### config.mk
export PLATFORM = sky130hd
export DESIGN_NAME = acc_alu
export DESIGN_NICKNAME = d
export VERILOG_FILES = /design/src/rtl/acc_alu_pkg.sv /design/src/rtl/acc_alu_addsub.sv /design/src/rtl/acc_alu_logic.sv /design/src/rtl/acc_alu.sv
export SDC_FILE = /design/constraint.sdc
export NUM_CORES = 1
export LEC_CHECK = 0
export BUFFER_PORTS_ARGS = -buffer_cell sky130_fd_sc_hd__buf_4
export CAP_MARGIN = 20
export CORE_UTILIZATION = 57
export DETAILED_ROUTE_END_ITERATION = 12
export GPL_TIMING_DRIVEN = 0
export PLACE_DENSITY = 0.82
export SETUP_SLACK_MARGIN = 0.4
export SYNTH_ARGS = -nofsm -noshare
export SYNTH_HDL_FRONTEND = slang
export SYNTH_SLANG_ARGS = --single-unit
### constraint.sdc
create_clock -name clk_i -period 5.4 [get_ports clk_i]
set_input_delay 0.81 -clock clk_i [delete_from_list [all_inputs] [get_ports clk_i]]
set_output_delay 0.81 -clock clk_i [all_outputs]
set_load 0.01 [all_outputs]
### src/rtl/acc_alu_pkg.sv
package acc_alu_pkg;

  localparam logic [3:0] OP_ADD = 4'd0;
  localparam logic [3:0] OP_ADC = 4'd1;
  localparam logic [3:0] OP_SUB = 4'd2;
  localparam logic [3:0] OP_SBC = 4'd3;
  localparam logic [3:0] OP_CP  = 4'd4;
  localparam logic [3:0] OP_AND = 4'd5;
  localparam logic [3:0] OP_OR  = 4'd6;
  localparam logic [3:0] OP_XOR = 4'd7;
  localparam logic [3:0] OP_CPL = 4'd8;
  localparam logic [3:0] OP_SCF = 4'd9;
  localparam logic [3:0] OP_CCF = 4'd10;

  typedef enum logic [1:0] {
    LG_AND = 2'd0,
    LG_OR  = 2'd1,
    LG_XOR = 2'd2,
    LG_INV = 2'd3
  } logic_sel_e;

  // MSB first: zero, subtract, half-carry, carry
  typedef struct packed {
    logic z;
    logic n;
    logic h;
    logic c;
  } flags_t;

endpackage

### src/rtl/acc_alu_addsub.sv
module acc_alu_addsub #(
  parameter int DATA_W = 8
) (
  input  logic [DATA_W-1:0] a_i,
  input  logic [DATA_W-1:0] b_i,
  input  logic              cin_i,
  input  logic              sub_i,
  output logic [DATA_W-1:0] res_o,
  output logic              half_o,
  output logic              carry_o
);
  localparam int HALF_W = DATA_W / 2;

  logic [DATA_W:0] sum_w, dif_w, rhs_w;
  logic [HALF_W:0] nib_sum, nib_rhs;

  always_comb begin
    rhs_w   = {1'b0, b_i} + (DATA_W+1)'(cin_i);
    nib_rhs = {1'b0, b_i[HALF_W-1:0]} + (HALF_W+1)'(cin_i);
    sum_w   = {1'b0, a_i} + rhs_w;
    dif_w   = {1'b0, a_i} - rhs_w;
    nib_sum = {1'b0, a_i[HALF_W-1:0]} + nib_rhs;
    if (sub_i) begin
      res_o   = dif_w[DATA_W-1:0];
      half_o  = {1'b0, a_i[HALF_W-1:0]} < nib_rhs;
      carry_o = {1'b0, a_i} < rhs_w;
    end else begin
      res_o   = sum_w[DATA_W-1:0];
      half_o  = nib_sum[HALF_W];
      carry_o = sum_w[DATA_W];
    end
  end

endmodule

### src/rtl/acc_alu_logic.sv
module acc_alu_logic
  import acc_alu_pkg::*;
#(
  parameter int DATA_W = 8
) (
  input  logic [DATA_W-1:0] a_i,
  input  logic [DATA_W-1:0] b_i,
  input  logic_sel_e        sel_i,
  output logic [DATA_W-1:0] res_o
);
  for (genvar i = 0; i < DATA_W; i++) begin : g_bit
    always_comb begin
      unique case (sel_i)
        LG_AND:  res_o[i] = a_i[i] & b_i[i];
        LG_OR:   res_o[i] = a_i[i] | b_i[i];
        LG_XOR:  res_o[i] = a_i[i] ^ b_i[i];
        default: res_o[i] = ~a_i[i];
      endcase
    end
  end

endmodule

### src/rtl/acc_alu.sv
module acc_alu
  import acc_alu_pkg::*;
#(
  parameter int DATA_W = 8
) (
  input  logic              clk_i,
  input  logic              rst_ni,
  input  logic              en_i,
  input  logic [3:0]        op_i,
  input  logic [DATA_W-1:0] operand_i,
  output logic [DATA_W-1:0] acc_o,
  output logic [3:0]        flags_o,
  output logic [7:0]        flag_byte_o,
  output logic [DATA_W-1:0] res_o,
  output logic [3:0]        next_flags_o
);
  logic [DATA_W-1:0] acc_q;
  flags_t            flags_q, flags_d;
  logic [DATA_W-1:0] as_res, lg_res, res_d;
  logic              as_half, as_carry, with_c, is_sub;
  logic              wr_acc, wr_flg;
  logic_sel_e        lg_sel;

  assign with_c = (op_i == OP_ADC) || (op_i == OP_SBC);
  assign is_sub = (op_i == OP_SUB) || (op_i == OP_SBC) || (op_i == OP_CP);

  acc_alu_addsub #(.DATA_W(DATA_W)) u_addsub (
    .a_i     (acc_q),
    .b_i     (operand_i),
    .cin_i   (with_c & flags_q.c),
    .sub_i   (is_sub),
    .res_o   (as_res),
    .half_o  (as_half),
    .carry_o (as_carry)
  );

  always_comb begin
    unique case (op_i)
      OP_AND:  lg_sel = LG_AND;
      OP_OR:   lg_sel = LG_OR;
      OP_XOR:  lg_sel = LG_XOR;
      default: lg_sel = LG_INV;
    endcase
  end

  acc_alu_logic #(.DATA_W(DATA_W)) u_logic (
    .a_i   (acc_q),
    .b_i   (operand_i),
    .sel_i (lg_sel),
    .res_o (lg_res)
  );

  always_comb begin
    res_d   = acc_q;
    flags_d = flags_q;
    wr_acc  = 1'b0;
    wr_flg  = 1'b1;
    unique case (op_i)
      OP_ADD, OP_ADC: begin
        res_d   = as_res;
        flags_d = '{z: as_res == '0, n: 1'b0, h: as_half, c: as_carry};
        wr_acc  = 1'b1;
      end
      OP_SUB, OP_SBC, OP_CP: begin
        res_d   = as_res;
        flags_d = '{z: as_res == '0, n: 1'b1, h: as_half, c: as_carry};
        wr_acc  = (op_i != OP_CP);
      end
      OP_AND, OP_OR, OP_XOR: begin
        res_d   = lg_res;
        flags_d = '{z: lg_res == '0, n: 1'b0, h: op_i == OP_AND, c: 1'b0};
        wr_acc  = 1'b1;
      end
      OP_CPL: begin
        res_d     = lg_res;
        flags_d.n = 1'b1;
        flags_d.h = 1'b1;
        wr_acc    = 1'b1;
      end
      OP_SCF, OP_CCF: begin
        flags_d.n = 1'b0;
        flags_d.h = 1'b0;
        flags_d.c = (op_i == OP_SCF) ? 1'b1 : ~flags_q.c;
      end
      default: wr_flg = 1'b0;  // reserved codes
    endcase
  end

  always_ff @(posedge clk_i or negedge rst_ni) begin
    if (!rst_ni) begin
      acc_q   <= '0;
      flags_q <= '0;
    end else if (en_i) begin
      if (wr_acc) acc_q   <= res_d;
      if (wr_flg) flags_q <= flags_d;
    end
  end

  assign acc_o        = acc_q;
  assign flags_o      = flags_q;
  assign flag_byte_o  = {flags_q, 4'b0000};
  assign res_o        = res_d;
  assign next_flags_o = flags_d;

endmodule

* Word level (Yosys, flattened, before mapping)
Index checks and enable logic that the tools add are counted.
** Word-level totals
- Input bits :: 15
- Memory bits (writable) :: 0
- Latch bits :: 0
- Flip-flop bits (word level) :: 12
- Logic and storage cells :: 95
- Memories kept :: 0
- Output and inout bits :: 32
- Memory bits (read-only) :: 0
** Operators by class
- Multiplexer cells :: 19
- Equal/unequal tests :: 13
- Add/sub/neg operators :: 5
- Shift operators :: 0
- Multiply operators :: 0
- Reduce and logical (&&, ||, !) cells :: 17
- Bitwise operators :: 34
- $lt $le $gt $ge :: 2
- Divide/modulo/power cells :: 0
** Operator list (count)
- case mux 1 bit (3 select lines) :: 9
- == test 4 x 3 -> 1 bit, second input constant :: 4
- zero test 8 bit :: 2
- case mux 8 bit (2 select lines) :: 1
- == test 4 bit, second input constant :: 3
- OR reduction 11 bit :: 1
- case mux 2 bit (5 select lines) :: 1
- adder 8 x 1 -> 9 bit :: 1
- adder 8 x 9 -> 9 bit :: 1
- AND 1 bit :: 9
- < comparator 8 x 9 -> 1 bit :: 1
- inverter 1 bit :: 9
- == test 4 x 2 -> 1 bit, second input constant :: 2
- 2-to-1 mux 8 bit :: 1
- bitwise OR 1 bit :: 8
- subtractor 8 bit :: 1
- XOR 1 bit :: 8
- case mux 2 bit (3 select lines) :: 1
- OR reduction 3 bit :: 2
- OR reduction 6 bit :: 1
- adder 4 x 1 -> 5 bit :: 1
- adder 4 x 5 -> 5 bit :: 1
- < comparator 4 x 5 -> 1 bit :: 1
- OR reduction 5 bit :: 1
- 12 further kinds :: 20

* Logic depth before layout (Yosys ltp)
- Word-level depth :: 8
- Mapped depth :: 17

* Hierarchy
A second synthesis with hierarchy kept.
** Second synthesis, totals
- Cells, all modules :: 308
- Area, all modules :: 2668.8 µm²
** Modules (own cells, without submodules)
- acc_alu :: instances 1, area an instance 1267.5 µm², cells each 141
- acc_alu_addsub :: instances 1, area an instance 908.4 µm², cells each 117
- acc_alu_logic :: instances 1, area an instance 493.0 µm², cells each 50

* Worst setup path after synthesis
Ideal clock, no wire load.
- Path kind :: input -> output
- From :: input port op_i[3]
- To :: output port res_o[7]
- Cell stages on the path :: 15
- Setup slack :: 0.485 ns
- Path buffers :: 2
- Data required time :: 4.590 ns
- Arrival :: 4.105 ns
- Cells stage by stage :: buf_4 > inv_1 > clkbuf_1 > and4_1 > ha_1 > ha_1 > nand3_1 > nor2_1 > xnor2_1 > ha_1 > or4_1 > o22ai_1 > o22ai_2 > xnor2_1 > a222oi_1
** Between the ends
- Cells in the longest elaborated chain, start to end :: 7
- Elaborated cells between the ends (all ways) :: 25
- Classes of those cells :: add/sub (3); eq/ne (10); mux (4); bitwise (1); reduce/logical (7)
** RTL lines
- start: declaration :: line acc_alu.sv:9 : input logic [3:0] op_i,
- == test 4 x 1 -> 1 bit or == test 4 x 2 -> 1 bit (tied branches) :: line acc_alu.sv:24, acc_alu.sv:58, acc_alu.sv:25
- logical OR 1 bit :: line acc_alu.sv:24 : assign with_c = (op_i == OP_ADC) || (op_i == OP_SBC);
- AND 1 bit :: line acc_alu.sv:30 : .cin_i (with_c & flags_q.c),
- adder 8 x 1 -> 9 bit :: line acc_alu_addsub.sv:18 : rhs_w = {1'b0, b_i} + (DATA_W+1)'(cin_i);
- adder 8 x 9 -> 9 bit or subtractor 8 bit (tied branches) :: line acc_alu_addsub.sv:20, acc_alu_addsub.sv:21
- 2-to-1 mux 8 bit :: line acc_alu_addsub.sv:23 : if (sub_i) begin
- case mux 8 bit (2 select lines) * :: line acc_alu.sv:58 : unique case (op_i)
- end: declaration :: line acc_alu.sv:14 : output logic [DATA_W-1:0] res_o,
Mark *: on every way between the ends. The rest lies on a longest branch, timed or not.

* Worst setup path after layout
- From :: input port op_i[0]
- To :: output port res_o[7]
Same word-level chain as after synthesis.

==> key figures <==
CTS
  – CTS buffer count: 3
  – CTS sink count: 12
  – Hold-fix buffers, CTS: 0
  – Clock transition at path regs: roughly 0.060 ns
  – CTS tree: done
  – H-tree levels: 1
  – Clk Latency, worst-skew pair: 0.25 ns
  – Clk buf depth: 2
  – CTS Root Cell: clkbuf_8

Route
  – Pre-antenna DRT Iters: 5
  – Total wire length: 7.41 mm
  – ANT nets after route: 0
  – Wire length per cell: approximately 17 µm
  – Vias per cell: 6.29
  – Post-route DRC: 0
  – Initial detailed-routing violation count: 310
  – Vias: about 2800

Run status
  – Status: completed

Yosys
  – Synth cell count leaders: ha_1 (35), nand2_1 (33), inv_1 (30)
  – Synthesized area: between 2000 and 3000 µm²
  – Dominant synthesized flop cell: dfrtp_1
  – Post-synthesis sequential area ratio: about an eighth
  – Register bit total from synthesis: 12
  – Synth warn: 0
  – Cells after Synth: 339
  – Avg Cell Area, Syn: ~7.5 µm²
  – Post-synth cell types: 65
  – EDFF count, synth: 0
  – Cell taking the most area after synthesis: ha_1
  – Async SR Flop Fraction: between 90% and 100%
  – Most numerous cell in the Yosys netlist: ha_1
  – Top area cells in the synthesized netlist: ha_1 (17%), dfrtp_1 (12%), nand2_1 (4.9%)
  – Top cell type's share of synthesized area: around 17%

Cells and area
  – Fin cells: 438
  – Final Instance Area: between 3000 and 4000 µm²
  – P&R area growth vs syn: 23.6%
  – Share of cells above drive strength 1: about 28%
  – Fill count: 332
  – Register area: around 300 µm²
  – Multi-input gate area: 2070 µm²
  – Inserted Diodes: 0
  – Nets@finish: 441
  – Finished Core Util: between 70% and 80%

Floorplan
  – Row cnt: 23
  – Std-Cell Core Area: 4120 µm²
  – Die Y: 68.6 µm
  – Io pins: 47
  – Die width: approximately 69 µm
  – Die area: ~4700 µm²
  – Starting Density: 61.4%

Worst setup path
  – Flop-to-flop setup slack: roughly 2.0 ns
  – Worst setup EP type: primary output
  – Critical Path AT: between 4 and 5 ns
  – R2R cell count: 14
  – CP Data Required Time: 4.59 ns
  – Setup CP Type: primary input to primary output
  – Critical path capture point: res_o[7]
  – RR Endpoint: acc_o[5]
  – Reg-to-reg startpoint: flag_byte_o[4]
  – CP Launch Type: primary input
  – Crit. Startpoint: op_i[0]
  – CP max FO: 10

Timing
  – Worst slew pin tran: between 0.9 and 1 ns
  – Final setup viols: 0
  – Fin crit share: 89.5%
  – Final slew viol count: 0
  – Unrepaired setup endpoints after global routing: no
  – Minimum clock period: 4.83 ns
  – Setup TNS: 0 ns
  – Relative slew margins: 39.3%
  – F_max: 207 MHz
  – Fin Hold WS: 0.394 ns
  – Hold Violations, Final: 0
  – Clock skew: 0.00318 ns

Placement
  – Placed wire-length estimate: 5.71 mm
  – Post-DP Area: 2900 µm²
  – Port-buffer cells: 39
  – Placed cell count: roughly 430
  – Gp weighted congestion: between 0.9 and 1

Global routing
  – Number of antenna violations at the first check in global routing: 0
  – First-pass GRT wire length: 11.8 mm
  – Number of global-route vias before repair: 2552
  – Total track usage: 33.5%
  – Total grt overflow: 0
  – Largest net degree at the start of global routing: 13

Flow run
  – MaxCap Viol Count: 0

Power
  – Pwr per Cell Area: between 300 and 400 nW/µm²
  – Leak: 0.00149 µW
  – Worst ir drop on vdd: roughly 0.00028 V

Hold path
  – Hold crit path type: primary input to asynchronous set/reset pin
-- metrics by stage --
step                      power, µW  worst slack (ns)
after detailed placement       1020            -0.211
after global routing           1300             0.394
final                          1190             0.566
after CTS                      1170             0.428
after floorplan                 745             0.485
after global placement         1010            -0.195
-- cell usage in the layout (no fill, tap or decap), types with 3 or more instances in the layout --
cell / instances
nor2b_1: 4
buf_2: 6
a21oi_1: 15
o211ai_1: 4
buf_6: 4
nor3b_1: 3
inv_1: 29
mux2i_1: 3
xnor2_1: 8
xnor2_2: 5
clkbuf_8: 5
nor2_1: 21
a211oi_1: 3
nand2b_1: 5
nand3_1: 7
a31oi_1: 9
nor3_1: 6
mux2_2: 9
o22ai_1: 3
a21oi_2: 3
nand2_1: 33
a22oi_1: 3
clkbuf_1: 6
buf_4: 53
nand4_1: 4
a21o_1: 4
ha_1: 33
o21bai_1: 3
o21ai_0: 21
conb_1: 4
nor2_2: 3
xor2_1: 3
a32oi_1: 3
dfrtp_1: 12
-- layout make-up --
| class | count | share of cell area (%) |
|---|---|---|
| Multi-Input combinational cell | 269 | 66.2 |
| Timing Repair Buffer | 42 | 10.1 |
| Tap cell | 50 | 2.00 |
| Inverter | 31 | 3.80 |
| Buffer | 30 | 6.57 |
| Sequential cell | 12 | 9.61 |
| Clock buffer | 4 | 1.76 |
-- cell families (layout without fill, tap and decap cells) --
kind of cell	after synthesis	count (layout)	share of synthesized area, %
fa+ha+maj	37	37	18.9
compound gates	95	95	25.1
mux	14	14	6.09
other cells	1	4	0.148
flops	12	12	11.9
xor+xnor	16	16	5.54
simple gates	103	103	20.7
buf+inv	61	107	11.6
-- worst max-delay path, cell delays in order --
cell	delay, ns
buf_4	0.15
buf_6	0.15
buf_6	0.15
and4_4	0.24
ha_4	0.16
ha_4	0.15
nand3_4	0.12
nor2_4	0.15
xnor2_2	0.14
ha_1	0.28
or4_1	0.49
o22ai_2	0.13
o22ai_2	0.12
xnor2_2	0.16
a222oi_1	0.42
buf_4	0.20
-- state kept, by name, indices dropped and copies added (netlist names) --
register / flops
acc_o: 8
flag_byte_o: 4
-- how the worst min path moves through the flow --
stage / to / depth (start not counted)
after floorplan: acc_o[0] / 0
after global placement: flag_byte_o[5] / 1
after detailed placement: flag_byte_o[5] / 1
after CTS: acc_o[7] / 1
after global routing: acc_o[7] / 1
final: flag_byte_o[7] / 1
-- timing repair --
item	in CTS	in global routing
cloned	0	0
resized for setup	20	14
endpoints found under the setup margin	5	5
pin swaps	3	4
buffers inserted	1	2
-- power by group --
part           total, µW  internal [µW]  switching (µW)
registers            205            123            81.2
clock network        102           64.6            37.8
logic                887            409             478
-- metal layers --
layer	share of wire, %	track usage, %	wire [µm]
met5	0	0	0
met4	2.7	10.4	197
met3	9.2	6.25	682
met2	46	54.7	3380
met1	43	44.1	3150
Note: power is estimated with default switching activity, not from simulation.
